[config.mk]
export PLATFORM = sky130hd
export DESIGN_NAME = rr_poller
export DESIGN_NICKNAME = d
export VERILOG_FILES = /design/src/rtl/rr_poller.sv
export SDC_FILE = /design/constraint.sdc
export NUM_CORES = 1
export LEC_CHECK = 0
export BUFFER_PORTS_ARGS = -buffer_cell sky130_fd_sc_hd__buf_2
export CAP_MARGIN = 5
export CORE_AREA = 2 2 263 265
export DETAILED_ROUTE_END_ITERATION = 16
export DIE_AREA = 0 0 265 267
export PLACE_DENSITY = 0.69
export SLEW_MARGIN = 15
export SYNTH_ARGS = -nofsm -noshare
export SYNTH_HDL_FRONTEND = slang
export SYNTH_SLANG_ARGS = --single-unit
[constraint.sdc]
create_clock -name clk -period 5.3 [get_ports clk]
set_clock_uncertainty 0.1 [all_clocks]
set_input_delay 1.06 -clock clk [delete_from_list [all_inputs] [get_ports clk]]
set_output_delay 1.06 -clock clk [all_outputs]
set_load 0.1 [all_outputs]
[src/rtl/rr_poller.sv]
module rr_poller #(
  parameter int NCH = 18,
  parameter int DW  = 32,
  parameter int AW  = 4
) (
  input  logic                     clk,
  input  logic                     rst_n,
  input  logic                     cfg_wr,
  input  logic                     cfg_run,
  input  logic [NCH-1:0]           cfg_mask,
  input  logic [NCH-1:0]           ch_rdy,
  input  logic [NCH*DW-1:0]        ch_data,
  output logic [NCH-1:0]           ch_ack,
  input  logic                     rd_en,
  output logic                     rd_empty,
  output logic                     buf_full,
  output logic [DW-1:0]            rd_word,
  output logic [$clog2(NCH)-1:0]   rd_tag
);
  localparam int TW    = $clog2(NCH);
  localparam int DEPTH = 1 << AW;

  logic           run_q;
  logic [NCH-1:0] mask_q;
  logic [TW-1:0]  ptr;
  logic           ack_ph;
  logic [AW-1:0]  wp, rp;
  logic [AW:0]    cnt;

  logic [DW-1:0] mem_d [DEPTH];
  logic [TW-1:0] mem_t [DEPTH];

  wire last    = (ptr == TW'(NCH-1));
  wire hit     = run_q && !ack_ph && mask_q[ptr] && ch_rdy[ptr];
  wire wr_fire = hit && !buf_full;
  wire rd_fire = rd_en && !rd_empty;

  assign buf_full = (cnt == (AW+1)'(DEPTH));
  assign rd_empty = (cnt == '0);
  assign rd_word  = mem_d[rp];
  assign rd_tag   = mem_t[rp];
  assign ch_ack   = ack_ph ? (NCH'(1) << ptr) : '0;

  always_ff @(posedge clk) begin
    if (!rst_n) begin
      run_q  <= 1'b0;
      mask_q <= '0;
    end else if (cfg_wr) begin
      run_q  <= cfg_run;
      mask_q <= cfg_mask;
    end
  end

  always_ff @(posedge clk) begin
    if (!rst_n) begin
      ptr    <= '0;
      ack_ph <= 1'b0;
    end else if (ack_ph) begin
      ack_ph <= 1'b0;
      ptr    <= last ? '0 : ptr + TW'(1);
    end else if (wr_fire) begin
      ack_ph <= 1'b1;
    end else if (run_q && !hit) begin
      ptr    <= last ? '0 : ptr + TW'(1);
    end
  end

  always_ff @(posedge clk) begin
    if (wr_fire) begin
      mem_d[wp] <= ch_data[ptr*DW +: DW];
      mem_t[wp] <= ptr;
    end
  end

  always_ff @(posedge clk) begin
    if (!rst_n) begin
      wp  <= '0;
      rp  <= '0;
      cnt <= '0;
    end else begin
      if (wr_fire) wp <= wp + AW'(1);
      if (rd_fire) rp <= rp + AW'(1);
      cnt <= cnt + (AW+1)'(wr_fire) - (AW+1)'(rd_fire);
    end
  end

  assert_ack_onehot_R4: assert property (@(posedge clk) disable iff (!rst_n)
    $onehot0(ch_ack));

  assert_ack_single_R4: assert property (@(posedge clk) disable iff (!rst_n)
    (ch_ack != '0) |=> (ch_ack == '0));

  assert_ack_after_write_R3: assert property (@(posedge clk) disable iff (!rst_n)
    (ch_ack != '0) |-> $past(wr_fire));

  assert_ack_enabled_R5: assert property (@(posedge clk) disable iff (!rst_n)
    (ch_ack != '0) |-> ((ch_ack & $past(mask_q)) != '0));

  assert_run_gate_R2: assert property (@(posedge clk) disable iff (!rst_n)
    !run_q |=> (ch_ack == '0));

  assert_no_overflow_R7: assert property (@(posedge clk) disable iff (!rst_n)
    (buf_full && !rd_en) |=> (buf_full && ch_ack == '0));

  assert_empty_read_R8: assert property (@(posedge clk) disable iff (!rst_n)
    (rd_empty && !hit) |=> rd_empty);
endmodule

==> flow_metrics.py <==
metrics = {
    "outcome": {
        "outcome": "complete, no violations",
    },
    "routing": {
        "viasPerCell": 6.19,
        "wl_mm": 115,
        "postRouteAntennaNets": 0,
        "avgRoutedWirePerCell_um": 37.0,
        "drt-pass1-iter-count": 6,
        "drtIter0Drc": 2645,
        "drc_errors": 0,
        "num_vias": 19219,
    },
    "critical_path": {
        "cp_common_cell": "mux4_2",
        "worstReg2RegStart": "ptr[1]$_SDFFE_PN0P_",
        "timing.critical_path.arrival_ns": 3.35,
        "crit_family": "multiplexers",
        "crit_fanout": 31,
        "cp_num_buf_inv": 2,
        "path_cells": "buf_4 -> mux4_2 -> mux4_2 -> buf_2",
        "crit_slowest_cell": "dfxtp_4",
        "cp-end-kind": "output pin",
        "reg2reg_slack_ns": 1.23,
        "cp-start-kind": "flop",
        "slowest_delay_ns": 0.80,
        "required_ns": 4.14,
        "worstSetupPathType": "flop to output pin",
    },
    "global_routing": {
        "grt_antenna_before_repair": 53,
        "grt_util_all_layers_pct": 32.3,
        "grt_max_degree": 102,
        "grt_pass1_wl_mm": 155,
        "grt_pass1_vias": 19118,
        "grt_overflow": 0,
    },
    "floorplanning": {
        "die_area_um2": 70800,
        "start_util_pct": 43.0,
        "ios": 674,
        "design.core.area_um2": 68000,
        "rows": 96,
        "die_y_um": 267,
        "die_w_um": 265,
    },
    "synth": {
        "syn_area_per_cell_um2": 19.7,
        "synth-xor-area-share_pct": 0.180,
        "synth.area.mux_share_pct": 28.6,
        "yosys_warnings": 0,
        "syn_inst": 1480,
        "synth_nets": 2115,
        "async_flop_share_pct": 0,
        "synth_common_cells": "edfxtp_1 (592), mux4_2 (308), mux2i_1 (123)",
        "synth_most_common_cell": "edfxtp_1",
        "ys_ff_latch": 634,
        "yosysTopAreaCell": "edfxtp_1",
        "synth_top_family_by_area": "multiplexers",
        "yosys.area_share.simple_pct": 2.54,
        "seq_area_frac_synth_pct": 63.7,
        "synth-edff-count": 592,
        "synth.top_cells.by_area": "edfxtp_1 (61%), mux4_2 (24%), mux2i_1 (4.2%)",
        "netlist_area_um2": 29200,
        "ys_types": 53,
        "synth_top_area_share_pct": 60.8,
        "synth_compound_area_share_pct": 2.10,
        "synthAdderAreaFrac_pct": 0.796,
        "ys.flop_type": "edfxtp_1",
    },
    "timing": {
        "max_freq_ghz": 0.222,
        "relSlewSlack_pct": 22.7,
        "finalSetupViolCount": 0,
        "drv_slew": 0,
        "min_period_ns": 4.51,
        "finalHoldViolCount": 0,
        "worstMarginPinSlew_ns": 1.16,
        "min_period_over_period_pct": 85.0,
        "rsz0062_at_grt": "false",
        "tns_ns": 0,
    },
    "place": {
        "io_buffers": 673,
        "dp_hpwl_mm": 87.7,
        "gp_congestion": 1.05,
    },
    "clocking": {
        "ctsResizeCount": 0,
        "cts_buffers": 58,
        "cts_max_level": 2,
        "root_buffer": "clkbuf_16",
        "worstSkewPairLatency_ns": 0.63,
        "cts_hold_buf": 0,
        "clk_pin_slew_ns": 0.06,
        "postCtsSetupRepairBufs": 0,
        "cts.path.max_buffers": 3,
        "cts_sinks": 634,
        "cts_tree": "built",
    },
    "cells_and_area": {
        "fin_nets": 2788,
        "fillers": 5462,
        "drive_gt1_share_pct": 53.9,
        "register_area_um2": 18600,
        "area_growth_syn_to_layout_pct": 22.5,
        "multi_input_area_um2": 10100,
    },
    "run": {
        "max_cap_violations": 0,
    },
    "power": {
        "peakVddDrop_mv": 0.277,
        "p_total_uw": 14000,
        "power_leakage_uw": 0.0124,
        "powerDensity_nw_per_um2": 390,
    },
    "worst_hold_path": {
        "hold_path_class": "flop to flop",
        "hp-start": "mask_q[15]$_SDFFE_PN0P_",
    },
}
## cells by family after synthesis
logic type / after synthesis
multiplexers: 449
adder cells (fa/ha/maj): 18
flip-flops: 634
AO/OA/AOI/OAI: 86
XOR/XNOR: 6
AND/OR/NAND/NOR: 157
buffers and inverters: 130
## layout by cell type (no fill, tap or decap), drive strengths merged, types with 3 or more instances in the layout
cell type,instances
o22ai,39
clkinv,26
nand2b,5
bufinv,7
nor2b,6
clkbuf,71
a21oi,7
o21ai,4
nor3,5
dfxtp,42
o32ai,3
and3,13
and2b,3
or2,3
mux2i,123
edfxtp,592
a2111oi,3
mux4,308
nor2,79
diode,22
buf,726
a311oi,19
nand3,13
ha,17
inv,18
nand2,17
mux2,18
xor2,4
## path summary, 6_finish.rpt
path	to	depth (start not counted)
min reg2reg	mask_q[15]$_SDFFE_PN0P_	2
max reg2reg	cnt[4]$_SDFF_PN0_	17
max	rd_tag[2]	4
min	mask_q[15]$_SDFFE_PN0P_	2
## tightest hold or removal path: stages (launching register included)
cell and delay [ns]:
dfxtp_1 0.33, mux2i_1 0.06, nor2_1 0.07
## layer usage
| metal | share of wire, % | GRT usage, % | vias to the layer above |
|---|---|---|---|
| met4 | 2.8 | 9.30 | 30 |
| li1 | - | - | 7681 |
| met1 | 38 | 44.2 | 10052 |
| met3 | 12 | 10.4 | 191 |
| met2 | 47 | 49.9 | 1265 |
| met5 | 0.17 | 0 | - |
## flip-flops by register name, summed over array words and instances, names as in the netlist, named ones only
signal / flops
mem_d: 512
mem_t: 80
mask_q: 18
cnt: 5
ptr: 5
rp: 4
wp: 4
ack_ph: 1
run_q: 1
## per-stage QoR
step                util [%]  setup slack [ns]  instance area (µm²)  hold WS (ns)  std cells
floorplan                  -             0.428                29200         0.353       1480
global placement        49.6             0.953                33700         0.374       2974
detailed placement      49.6             0.978                33700         0.381       2974
CTS                     52.4             0.703                35700         0.395       3081
global route            52.6             0.657                35800         0.408       3094
finish                  52.6             0.795                35800         0.399       3104
## cell type report
type | count | area share (%)
Antenna cell | 22 | 0.154
Clock buffer | 70 | 4.24
Timing Repair Buffer | 727 | 10.9
Tap cell | 882 | 3.08
Multi-Input combinational cell | 716 | 28.3
Clock inverter | 37 | 1.07
Sequential cell | 634 | 52.1
Inverter | 16 | 0.168
## report_power, final
| group | switching [µW] | total, µW | leakage (µW) | internal [µW] |
|---|---|---|---|---|
| Sequential | 152 | 5800 | 0.00570 | 5650 |
| Clock | 1830 | 4210 | 0.000926 | 2380 |
| Combinational | 2380 | 3950 | 0.00575 | 1570 |
(Power assumes the default switching activity.)
